### config.mk
export PLATFORM = sky130hd
export DESIGN_NAME = txmb_sched
export DESIGN_NICKNAME = d
export VERILOG_FILES = /design/src/rtl/txmb_pkg.sv /design/src/rtl/txmb_keygen.sv /design/src/rtl/txmb_pick.sv /design/src/rtl/txmb_sched.sv
export SDC_FILE = /design/constraint.sdc
export NUM_CORES = 1
export LEC_CHECK = 0
export BUFFER_PORTS_ARGS = -buffer_cell sky130_fd_sc_hd__buf_4
export CAP_MARGIN = 20
export CORE_MARGIN = 3
export CORE_UTILIZATION = 40
export CTS_CLUSTER_DIAMETER = 30
export DETAILED_ROUTE_END_ITERATION = 8
export GPL_TIMING_DRIVEN = 0
export MAX_ROUTING_LAYER = met4
export SETUP_SLACK_MARGIN = 0.5
export SLEW_MARGIN = 10
export SYNTH_ARGS = -nofsm -noshare
export SYNTH_HDL_FRONTEND = slang
export SYNTH_SLANG_ARGS = --single-unit
### constraint.sdc
create_clock -name clk -period 28.4 [get_ports clk]
set_clock_uncertainty 0.15 [all_clocks]
set_input_delay 4.26 -clock clk [delete_from_list [all_inputs] [get_ports clk]]
set_output_delay 4.26 -clock clk [all_outputs]
set_load 0.05 [all_outputs]
### src/rtl/txmb_pkg.sv
package txmb_pkg;
   localparam int BASE_W  = 11;
   localparam int EXT_W   = 18;
   localparam int DLC_W   = 4;
   localparam int BYTES   = 8;
   localparam int DATA_W  = BYTES * 8;
   // base, rtr/srr, ide, ext, ext-rtr
   localparam int KEY_W   = BASE_W + 1 + 1 + EXT_W + 1;

   typedef struct packed {
      logic [BASE_W-1:0] base;
      logic [EXT_W-1:0]  ext;
      logic              ide;
      logic              rtr;
      logic [DLC_W-1:0]  dlc;
      logic [DATA_W-1:0] data;
   } frame_t;

   typedef enum logic {
      SCH_IDLE   = 1'b0,
      SCH_ACTIVE = 1'b1
   } sch_state_t;
endpackage

### src/rtl/txmb_keygen.sv
module txmb_keygen
   import txmb_pkg::*;
#(
   parameter int SEQ_W = 4
) (
   input  logic [BASE_W-1:0] base,
   input  logic [EXT_W-1:0]  ext,
   input  logic              ide,
   input  logic              rtr,
   input  logic [SEQ_W-1:0]  age,
   input  logic              by_request,
   output logic [KEY_W-1:0]  key
);
   localparam int PAD_W = KEY_W - SEQ_W;

   logic [KEY_W-1:0] bus_key;
   logic [KEY_W-1:0] age_key;

   // Extended frames send a recessive bit after the base and a recessive format bit
   always_comb begin
      if (ide) bus_key = {base, 1'b1, 1'b1, ext, rtr};
      else     bus_key = {base, rtr, 1'b0, {EXT_W{1'b0}}, 1'b0};
   end

   // Older request => larger age => smaller key
   assign age_key = {{PAD_W{1'b0}}, ~age};
   assign key     = by_request ? age_key : bus_key;
endmodule

### src/rtl/txmb_pick.sv
module txmb_pick #(
   parameter int N     = 3,
   parameter int KEY_W = 32,
   parameter int IDX_W = 2
) (
   input  logic [N*KEY_W-1:0] keys,
   input  logic [N-1:0]       valid,
   output logic               any,
   output logic [IDX_W-1:0]   idx
);
   logic [KEY_W-1:0] best_key [N];
   logic [IDX_W-1:0] best_idx [N];
   logic             best_vld [N];

   for (genvar i = 0; i < N; i++) begin : g_stage
      if (i == 0) begin : g_first
         assign best_key[0] = keys[KEY_W-1:0];
         assign best_idx[0] = '0;
         assign best_vld[0] = valid[0];
      end else begin : g_next
         logic take;
         // strictly smaller: equal keys keep the lower index
         assign take = valid[i] &&
                       (!best_vld[i-1] || (keys[i*KEY_W +: KEY_W] < best_key[i-1]));
         assign best_key[i] = take ? keys[i*KEY_W +: KEY_W] : best_key[i-1];
         assign best_idx[i] = take ? IDX_W'(i) : best_idx[i-1];
         assign best_vld[i] = best_vld[i-1] | valid[i];
      end
   end

   assign any = best_vld[N-1];
   assign idx = best_idx[N-1];
endmodule

### src/rtl/txmb_sched.sv
module txmb_sched
   import txmb_pkg::*;
#(
   parameter int NUM_MB = 3,
   parameter int SEQ_W  = 4,
   localparam int IDX_W = (NUM_MB > 1) ? $clog2(NUM_MB) : 1
) (
   input  logic                clk,
   input  logic                rst,
   input  logic                order_by_request,
   input  logic                one_shot,
   input  logic                ld_en,
   input  logic [IDX_W-1:0]    ld_idx,
   input  logic [BASE_W-1:0]   ld_base,
   input  logic [EXT_W-1:0]    ld_ext,
   input  logic                ld_ide,
   input  logic                ld_rtr,
   input  logic [DLC_W-1:0]    ld_dlc,
   input  logic [DATA_W-1:0]   ld_data,
   output logic                tx_start,
   output logic                tx_active,
   output logic [IDX_W-1:0]    tx_idx,
   output logic [BASE_W-1:0]   tx_base_id,
   output logic [EXT_W-1:0]    tx_ext_id,
   output logic                tx_ide,
   output logic                tx_rtr,
   output logic [DLC_W-1:0]    tx_dlc,
   output logic [DATA_W-1:0]   tx_data,
   input  logic                eng_done,
   input  logic                eng_ok,
   input  logic                eng_alost,
   output logic [NUM_MB-1:0]   mb_pending,
   output logic [NUM_MB-1:0]   mb_done,
   output logic [NUM_MB-1:0]   mb_ok,
   output logic [NUM_MB-1:0]   mb_alost
);
   if (NUM_MB < 1 || NUM_MB > 16) begin : g_bad_num
      $error("txmb_sched: NUM_MB out of range");
   end
   if ((1 << SEQ_W) <= NUM_MB) begin : g_bad_seq
      $error("txmb_sched: SEQ_W too narrow for NUM_MB");
   end

   frame_t            frame_q [NUM_MB];
   logic [SEQ_W-1:0]  seq_q   [NUM_MB];
   logic [SEQ_W-1:0]  seq_cnt;
   logic [NUM_MB-1:0] pend_q, done_q, ok_q, alost_q;
   sch_state_t        state_q;
   logic [IDX_W-1:0]  cur_q;
   logic              start_q;

   logic [NUM_MB*KEY_W-1:0] keys;
   logic                    pick_any;
   logic [IDX_W-1:0]        pick_idx;
   logic                    ld_ok;
   logic                    fin;

   assign ld_ok = ld_en && (32'(ld_idx) < NUM_MB) &&
                  !(state_q == SCH_ACTIVE && ld_idx == cur_q);
   assign fin   = (state_q == SCH_ACTIVE) && eng_done;

   for (genvar i = 0; i < NUM_MB; i++) begin : g_mb
      logic [SEQ_W-1:0] age;
      assign age = seq_cnt - seq_q[i];

      txmb_keygen #(.SEQ_W(SEQ_W)) keygen_i (
         .base       (frame_q[i].base),
         .ext        (frame_q[i].ext),
         .ide        (frame_q[i].ide),
         .rtr        (frame_q[i].rtr),
         .age        (age),
         .by_request (order_by_request),
         .key        (keys[i*KEY_W +: KEY_W])
      );

      always_ff @(posedge clk) begin
         if (rst) begin
            frame_q[i] <= '0;
            seq_q[i]   <= '0;
            pend_q[i]  <= 1'b0;
            done_q[i]  <= 1'b0;
            ok_q[i]    <= 1'b0;
            alost_q[i] <= 1'b0;
         end else if (ld_ok && ld_idx == IDX_W'(i)) begin
            frame_q[i] <= '{base: ld_base, ext: ld_ext, ide: ld_ide, rtr: ld_rtr,
                            dlc: ld_dlc, data: ld_data};
            seq_q[i]   <= seq_cnt;
            pend_q[i]  <= 1'b1;
            done_q[i]  <= 1'b0;
            ok_q[i]    <= 1'b0;
            alost_q[i] <= 1'b0;
         end else if (fin && cur_q == IDX_W'(i)) begin
            done_q[i]  <= 1'b1;
            ok_q[i]    <= eng_ok;
            alost_q[i] <= eng_alost;
            if (eng_ok || one_shot) pend_q[i] <= 1'b0;
         end
      end
   end

   txmb_pick #(.N(NUM_MB), .KEY_W(KEY_W), .IDX_W(IDX_W)) pick_i (
      .keys  (keys),
      .valid (pend_q),
      .any   (pick_any),
      .idx   (pick_idx)
   );

   always_ff @(posedge clk) begin
      if (rst) begin
         seq_cnt <= '0;
         state_q <= SCH_IDLE;
         cur_q   <= '0;
         start_q <= 1'b0;
      end else begin
         if (ld_ok) seq_cnt <= seq_cnt + 1'b1;
         start_q <= 1'b0;
         case (state_q)
            SCH_IDLE: if (pick_any) begin
               state_q <= SCH_ACTIVE;
               cur_q   <= pick_idx;
               start_q <= 1'b1;
            end
            SCH_ACTIVE: if (eng_done) state_q <= SCH_IDLE;
            default: state_q <= SCH_IDLE;
         endcase
      end
   end

   assign tx_start   = start_q;
   assign tx_active  = (state_q == SCH_ACTIVE);
   assign tx_idx     = cur_q;
   assign tx_base_id = frame_q[cur_q].base;
   assign tx_ext_id  = frame_q[cur_q].ext;
   assign tx_ide     = frame_q[cur_q].ide;
   assign tx_rtr     = frame_q[cur_q].rtr;
   assign tx_dlc     = frame_q[cur_q].dlc;
   assign tx_data    = frame_q[cur_q].data;
   assign mb_pending = pend_q;
   assign mb_done    = done_q;
   assign mb_ok      = ok_q;
   assign mb_alost   = alost_q;
endmodule

# [Word-level counts from Yosys, hierarchy flattened]
# Memory sizes are Yosys's and may differ from the RTL's. A register that Yosys moved wholly into a read port is not among the register bits.
# Index checks and enable logic that the tools add are counted.
[classes] n_eq_ne=5 n_addsub=4 n_reduce_logical=34 muxes=38 bitwise=12 magnitude_cmp=3
[ops] op="$mux W99" count=3
[ops] op="$mux W32" count=4
[ops] op="$lt A32 B32 Y1" count=2
[ops] op="$mux W21" count=3
[ops] op="$mux W1" count=21
[ops] op="$logic_and A1 B1 Y1" count=12
[ops] op="$mux W4" count=3
[ops] op="$not A4 Y4" count=3
[ops] op="$reduce_bool A2 Y1" count=6
[ops] op="$sub A4 B4 Y4" count=3
[ops] op="$or A1 B1 Y1" count=8
[ops] op="$reduce_and A2 Y1" count=4
[ops] op="$reduce_or A2 Y1" count=4
[ops] op="$mux W2" count=3
[ops] op="$add A4 B1 Y4 const B" count=1
[ops] op="$eq A2 B1 Y1 const B" count=2
[ops] op="$eq A2 B2 Y1 const B" count=2
[ops] op="$logic_not A2 Y1" count=2
[ops] op="$logic_not A1 Y1" count=3
[ops] op="$logic_or A1 B1 Y1" count=3
[ops] op="$eq A2 B2 Y1" count=1
[ops] op="$lt A2 B2 Y1 const B" count=1
[ops] op="$pmux W1 S2" count=1
[ops] op="$not A1 Y1" count=1
[word_totals] mem_count=2 input_bits=109 reg_bits=20 output_inout_bits=115 elab_cells=114 mem_bits_rw=309
[mem_list] name="frame_q" words=3 width=99 rd=4 rd_ports_with_merged_regs=1 write_ports=3 line_no="txmb_sched.sv:44" rtl="frame_t frame_q [NUM_MB];"
[mem_list] name="seq_q" words=3 width=4 rd=3 rd_ports_with_merged_regs=0 write_ports=3 line_no="txmb_sched.sv:45" rtl="logic [SEQ_W-1:0] seq_q [NUM_MB];"

# [Logic depth before layout (Yosys ltp)]
# Gate-level depths: netlist (run 1).
# An unclocked memory read counts as a cell.
[logic_depth] word_depth=14 ltp_mapped=27 ltp_nobuf=25

# [Cells and area by module]
# A second synthesis (run 1) with hierarchy kept.
[unflattened] cells_unflattened=1491 hier_area_um2=17539.3
[by_module_without_submodules] mod="txmb_sched" seq_area_each_um2=9719.3 instances=1 cells_each=1125 area_per_inst_um2=14804.2
[by_module_without_submodules] mod="txmb_pick" seq_area_each_um2=0.0 instances=1 cells_each=246 area_per_inst_um2=1883.1
[by_module_without_submodules] mod="txmb_keygen" seq_area_each_um2=0.0 instances=3 cells_each=40 area_per_inst_um2=284.0

# [Worst setup path after synthesis (run 1)]
# OpenSTA, ideal clock, no wires.
[synth_path] kind="input to register" from="input port ld_idx[0]" to="memory frame_q[1][0] in the netlist's numbering, enable pin" path_buffers=0 t_required_ns=27.536 setup_time_ns=0.714 setup_slack_ns=15.368 arrival_ns=12.168 stages=3 path_cell_list="xnor2_1 -> a311o_1 -> o21ai_0"
[synth_lines] item="start: declaration" line_no="txmb_sched.sv:13" rtl="input logic [IDX_W-1:0] ld_idx,"
[synth_lines] item="end: declaration" line_no="txmb_sched.sv:44"

==> impl_metrics.yaml, run 1 <==
global_routing:
  overflow: 0
  grt_first_pass_wirelength_mm: 75.4
  antenna_found_initial: 1
  grt_usage_pct: 22.7
  grt_max_degree: 53
  grt_pass1_vias: 13100
placed_design:
  placed_area_mm2: 0.0197
  gp_congestion: 0.877
  portBuffers: 221
  dp.cells: 2253
  dpl.hpwl_mm: 34.4
hold_path:
  min_path_type: "register to register"
  hold_path.startpoint: "mb_done[1]"
synth:
  synth_fa_ha_area_share_pct: 5.64
  syn_nets: 1672
  synth.ff_latch_count: 331
  yosysSeqAreaShare_pct: 57.1
  synth_mux_area_share_pct: 6.29
  synth_edf_count: 309
  syn_area_mm2: 0.0170
  synth_area_leader_cell: "edfxtp_1"
  netlist_instances: 1488
  synth-xor-area-share_pct: 0.669
  synth_compound_area_share_pct: 7.74
  yosysTopAreaCellShare_pct: 54.5
  ys.flop_type: "edfxtp_1"
  yosysWarnings: 0
  avgSynthCellArea_um2: 11.4
  ys_async_sr_fraction_pct: 0
  synthTopCellsByArea: "edfxtp_1, and2_1, mux2i_1, ha_1, and3_1"
  ys_types: 59
  synth_top_family_by_area: "simple AND/OR/NAND/NOR gates"
  yosys.area_share.simple_pct: 19.6
routing:
  drt_iter0_markers: 858
  finalWirelength_mm: 49.3
  vias: 12600
  firstDrtPassIters: 5
  ant_nets: 0
  wire_per_inst_um: 20.5
  viasPerCell: 5.23
  drc: 0
layout:
  area_growth_pct: 31.4
  finalNonFillerCells: 2402
  drive_gt1_share_pct: 21.5
  layout.cells.most_common: "edfxtp_1"
  final_cell_mix: "edfxtp_1, and2_1, buf_4"
  fin_area_mm2: 0.0224
  fin_nets: 1987
  utilization_pct: 54.0
floorplanning:
  design.portCount: 224
  die_x_um: 212
  die_h_um: 212
  core_mm2: 0.0415
  rows: 74
  die_area_mm2: 0.0451
  initial_core_util_pct: 41.1
clock_network:
  cts-root-buf: "clkbuf_16"
  post_cts_buffers: 0
  clk_pin_slew_ps: 50
  clock-sinks: 331
  postCtsResizedCells: 0
  clk_latency_ps: 580
  hold_buffers: 0
  cts_buffers: 80
  cts_buffer_depth: 3
  cts_tree: "done"
  ctsHtreeMaxLevel: 3
sta:
  fin_crit_sh_pct: 32.4
  setup_violations: 0
  max_slew_margin_pct: 38.5
  worstMarginPinSlew_ps: 923
  finalHoldViolCount: 0
  rsz0062_at_grt: "no"
  drv_slew: 0
  min_period_ps: 9190
  final.setup.tns_ps: 0
  max_freq_mhz: 109
setup_path:
  worst-setup-path-type: "input pin to register"
  critPathSlowestCell: "clkbuf_1"
  timing.rr.start: "seq_cnt[1]"
  crit_fanout: 10
  crit_path_end_kind: "register"
  worstPathCellList: "buf_6 > inv_2 > clkbuf_1 > nand2_1 > ha_1 > a211oi_1 > o21ai_0 > o221ai_1 > o211ai_1 > o31a_4 > nor2_4 > buf_6 > buf_6 > a21oi_1 > ha_1 > a21o_1 > a21oi_1 > nor2b_1 > o41ai_1 > a21oi_1 > nor3_1 > o211ai_2 > o32ai_1"
  crit_path_start: "order_by_request"
  start_kind: "input pin"
  crit_required_ps: 28720
  cp.arrival_ps: 9510
  critPathMaxStageDelay_ps: 510
flow_run:
  max_cap_violations: 0
power_and_ir_drop:
  p_leak_nw: 9.13
  power_density_mw_per_mm2: 74.7
  peakVddDrop_mv: 0.0511
status:
  status: "finished clean"
## sequential cells by signal (all words and copies together) (netlist names), 2 cells and up, named ones only
name	count
mb_ok	3
frame_q	297
seq_cnt	4
mb_done	3
seq_q	12
tx_idx	2
mb_pending	3
mb_alost	3
## logic make-up after synthesis
| family | after synthesis |
|---|---|
| buffers and inverters | 122 |
| AND/OR/NAND/NOR | 620 |
| XOR/XNOR | 13 |
| multiplexers | 107 |
| flip-flops | 331 |
| AO/OA/AOI/OAI | 220 |
| adder cells (fa/ha/maj) | 75 |
## per-layer routing
| metal | global-route usage (%) | vias up | part of all wire (%) |
|---|---|---|---|
| met5 | - | - | 0 |
| met4 | 7.48 | 0 | 2.6 |
| met3 | 5.93 | 87 | 7.0 |
| met2 | 37.9 | 383 | 49 |
| met1 | 27.1 | 6092 | 41 |
| li1 | - | 5990 | - |
## final cells by class
cell class                      count  area [µm²]
Antenna cell                        2        5.00
Buffer                            100         433
Clock buffer                       99        2160
Clock inverter                     48         537
Fill cell                        3600       19100
Inverter                           22        82.6
Multi-Input combinational cell   1035        6830
Sequential cell                   331        9720
Tap cell                          532         666
Timing Repair Buffer              233        1960
## power by group
group | internal, mW | leakage (nW) | switching, mW
clock | 0.626 | 1.30 | 0.275
sequential | 0.561 | 3.46 | 0.00987
combinational | 0.0657 | 4.36 | 0.135
total | 1.25 | 9.13 | 0.420
## cells in the mapped netlist (6+ instances only)
cell type / n
edfxtp_1: 309
nand4_1: 14
clkbuf_2: 8
mux2i_1: 107
a211oi_1: 6
clkbuf_1: 77
a21o_1: 9
inv_1: 21
nor3_1: 13
o21ai_0: 123
a21oi_1: 38
ha_1: 72
a21oi_2: 13
dfxtp_1: 22
nor2b_1: 27
and2_1: 233
nand2_1: 154
xnor2_1: 8
nand3_1: 6
and3_1: 103
nor2_1: 60
## critical path, delay by kind of cell
kind	cells	cell delay [ps]
fa+ha+maj	2	650
buf+inv	5	1180
simple gates	4	670
compound gates	12	2730
## path summary, 6_finish.rpt
path                                   end  slack (ps)  cells past startpoint
worst max-delay path              register       19210                     23
worst min register to register  mb_done[1]         300                      2
worst max register to register    register       22430                     24
worst min-delay path            mb_done[1]         300                      2
## per-stage QoR
stage | hold WS [ps] | power (mW) | setup slack (ps)
after floorplan | 382 | 0.703 | 15370
after global placement | 285 | 0.782 | 9260
after detailed placement | 290 | 0.780 | 18710
after CTS | 298 | 1.68 | 19290
after global routing | 332 | 1.73 | 19030
final | 296 | 1.67 | 19210
Note: power is estimated with default switching activity, not from simulation.
==> inputs of run 2 (changes only) <==
--- a/config.mk
+++ b/config.mk
@@ -5,6 +5,7 @@
 export SDC_FILE = /design/constraint.sdc
 export NUM_CORES = 1
 export LEC_CHECK = 0
+export ABC_AREA = 1
 export BUFFER_PORTS_ARGS = -buffer_cell sky130_fd_sc_hd__buf_4
 export CAP_MARGIN = 20
 export CORE_MARGIN = 3
==> constraint.sdc (replaced) <==
create_clock -name clk -period 9 [get_ports clk]
set_clock_uncertainty 0.15 [all_clocks]
set_input_delay 1.35 -clock clk [delete_from_list [all_inputs] [get_ports clk]]
set_output_delay 1.35 -clock clk [all_outputs]
set_load 0.05 [all_outputs]
==> impl_metrics.yaml, run 2 <==
global_routing:
  grt_first_pass_wirelength_mm: 75.5
  grt_pass1_vias: 13900
  grt_usage_pct: 22.8
  grt_max_degree: 48
  antenna_found_initial: 1
  overflow: 0
routing:
  wire_per_inst_um: 18.4
  viasPerCell: 5.13
  drt_iter0_markers: 1001
  finalWirelength_mm: 48.8
  firstDrtPassIters: 5
  vias: 13600
  drc: 0
  wl_met3_mm: 3.77
  met1_length_mm: 20.7
  ant_nets: 0
  met2_wirelength_mm: 23.1
  topRoutingLayerUsed: "met4"
layout:
  area_growth_pct: 31.8
  top_register: "frame_q"
  final_cell_mix: "nor2_1, edfxtp_1, nand2_1"
  fin_nets: 2242
  fin_area_mm2: 0.0216
  layout.cells.most_common: "nor2_1"
  finalNonFillerCells: 2646
  reg_top3: "frame_q (297), seq_q (12), seq_cnt (4)"
  largest_reg_flops: 297
  drive_gt1_share_pct: 17.5
hold_path:
  hold_path.startpoint: "mb_done[1]"
  min_to: "mb_done[1]"
  min_path_type: "register to register"
  whs_path_depth: 2
sta:
  fin_crit_sh_pct: 67.4
  max_slew_margin_pct: 34.2
  rsz0062_at_grt: "no"
  whs_ps: 303
  finalHoldViolCount: 0
  setup_violations: 0
  min_period_ps: 6070
  worstMarginPinSlew_ps: 987
  setup_ws_ps: 2930
  max_freq_mhz: 165
  drv_slew: 0
  final.setup.tns_ps: 0
synth:
  synth.ff_latch_count: 331
  yosysWarnings: 0
  netlist_instances: 1747
  yosysSeqAreaShare_pct: 59.2
  synthTopCellsByArea: "edfxtp_1, nor2_1, a21oi_1, ha_1, nand2_1"
  yosysMostFrequentCell: "nor2_1"
  synth_edf_count: 309
  ys_types: 42
  ys.flop_type: "edfxtp_1"
  avgSynthCellArea_um2: 9.40
  ys_async_sr_fraction_pct: 0
  yosysTopAreaCellShare_pct: 56.5
  synth_area_leader_cell: "edfxtp_1"
  syn_nets: 1931
  synth_common_cells: "nor2_1, edfxtp_1, nand2_1"
  syn_area_mm2: 0.0164
clock_network:
  post_cts_buffers: 0
  cts_buffer_depth: 3
  postCtsResizedCells: 0
  cts-root-buf: "clkbuf_16"
  ctsHtreeMaxLevel: 3
  clk_latency_ps: 590
  cts_tree: "done"
  clock-sinks: 331
  cts_buffers: 80
  clk_pin_slew_ps: 50
  hold_buffers: 0
setup_path:
  timing.rr.start: "frame_q[0][69]"
  critPathMaxStageDelay_ps: 540
  crit_required_ps: 9310
  reg2reg_depth: 30
  crit_path_start: "order_by_request"
  path_common_cell: "nand2_1"
  cp.buffers_inverters: 4
  crit_fanout: 10
  crit_path_end_kind: "register"
  critPathSlowestCell: "buf_1"
  cp.arrival_ps: 6370
  rrSetupSlack_ps: 3590
  start_kind: "input pin"
  worst-setup-path-type: "input pin to register"
  critPathTopFamily: "simple AND/OR/NAND/NOR gates"
placed_design:
  portBuffers: 222
  dpl.hpwl_mm: 32.6
  placed_area_mm2: 0.0189
  post-place-ws_ps: 2320
  gp_congestion: 0.881
  dp.cells: 2501
power_and_ir_drop:
  peakVddDrop_mv: 0.164
  power_density_mw_per_mm2: 247
  p_leak_nw: 9.59
status:
  status: "finished clean"
floorplanning:
  die_h_um: 209
  initial_core_util_pct: 40.9
  rows: 73
  die_x_um: 209
  die_area_mm2: 0.0435
  core_mm2: 0.0401
  design.portCount: 224
flow_run:
  max_cap_violations: 0
run 2: report_power, final:
part | switching, mW | internal [mW]
logic | 0.463 | 0.199
registers | 0.0272 | 1.77
clock network | 0.893 | 1.99
run 2: stage by stage:
| step | power, mW | utilization, % |
|---|---|---|
| after global placement | 2.48 | 46.7 |
| after CTS | 5.38 | 54.0 |
| after global routing | 5.52 | 54.0 |
| final | 5.34 | 54.0 |
| after detailed placement | 2.48 | 47.2 |
| after floorplan | 2.24 | - |
run 2: metal layers:
metal,global-route usage [%],up-vias
met5,-,-
met4,7.76,0
met3,5.04,82
met2,35.9,492
met1,29.3,6496
li1,-,6499
run 2: area by class of cell:
class	instances	area, µm²
fill	3699	18500
timing repair buffer	229	1830
buffer	94	360
multi-input combinational	1125	5600
inverter	197	747
tap	525	657
clock inverter	47	598
sequential	331	9720
clock buffer	97	2130
antenna	1	2.50
run 2: how the worst max path moves through the flow:
stage,to,slack [ps],cells after the start
floorplan,register,3800,27
global placement,frame_q[0][81],1810,7
detailed placement,tx_idx[0],2320,27
CTS,register,2910,27
global route,register,2540,28
finish,register,2930,27
run 2: cells by family after synthesis:
family / Yosys count / share of synthesized area, %
flip-flops: 331 / 59.2
XOR/XNOR: 6 / 0.320
buffers and inverters: 291 / 6.74
AO/OA/AOI/OAI: 317 / 10.5
adder cells (fa/ha/maj): 75 / 5.85
AND/OR/NAND/NOR: 727 / 17.3
run 2: worst min-delay path: cells and delay by family (launching register included):
kind	cells	cell delay, ps
flip-flops	1	310
buffers and inverters	1	50
AO/OA/AOI/OAI	1	50
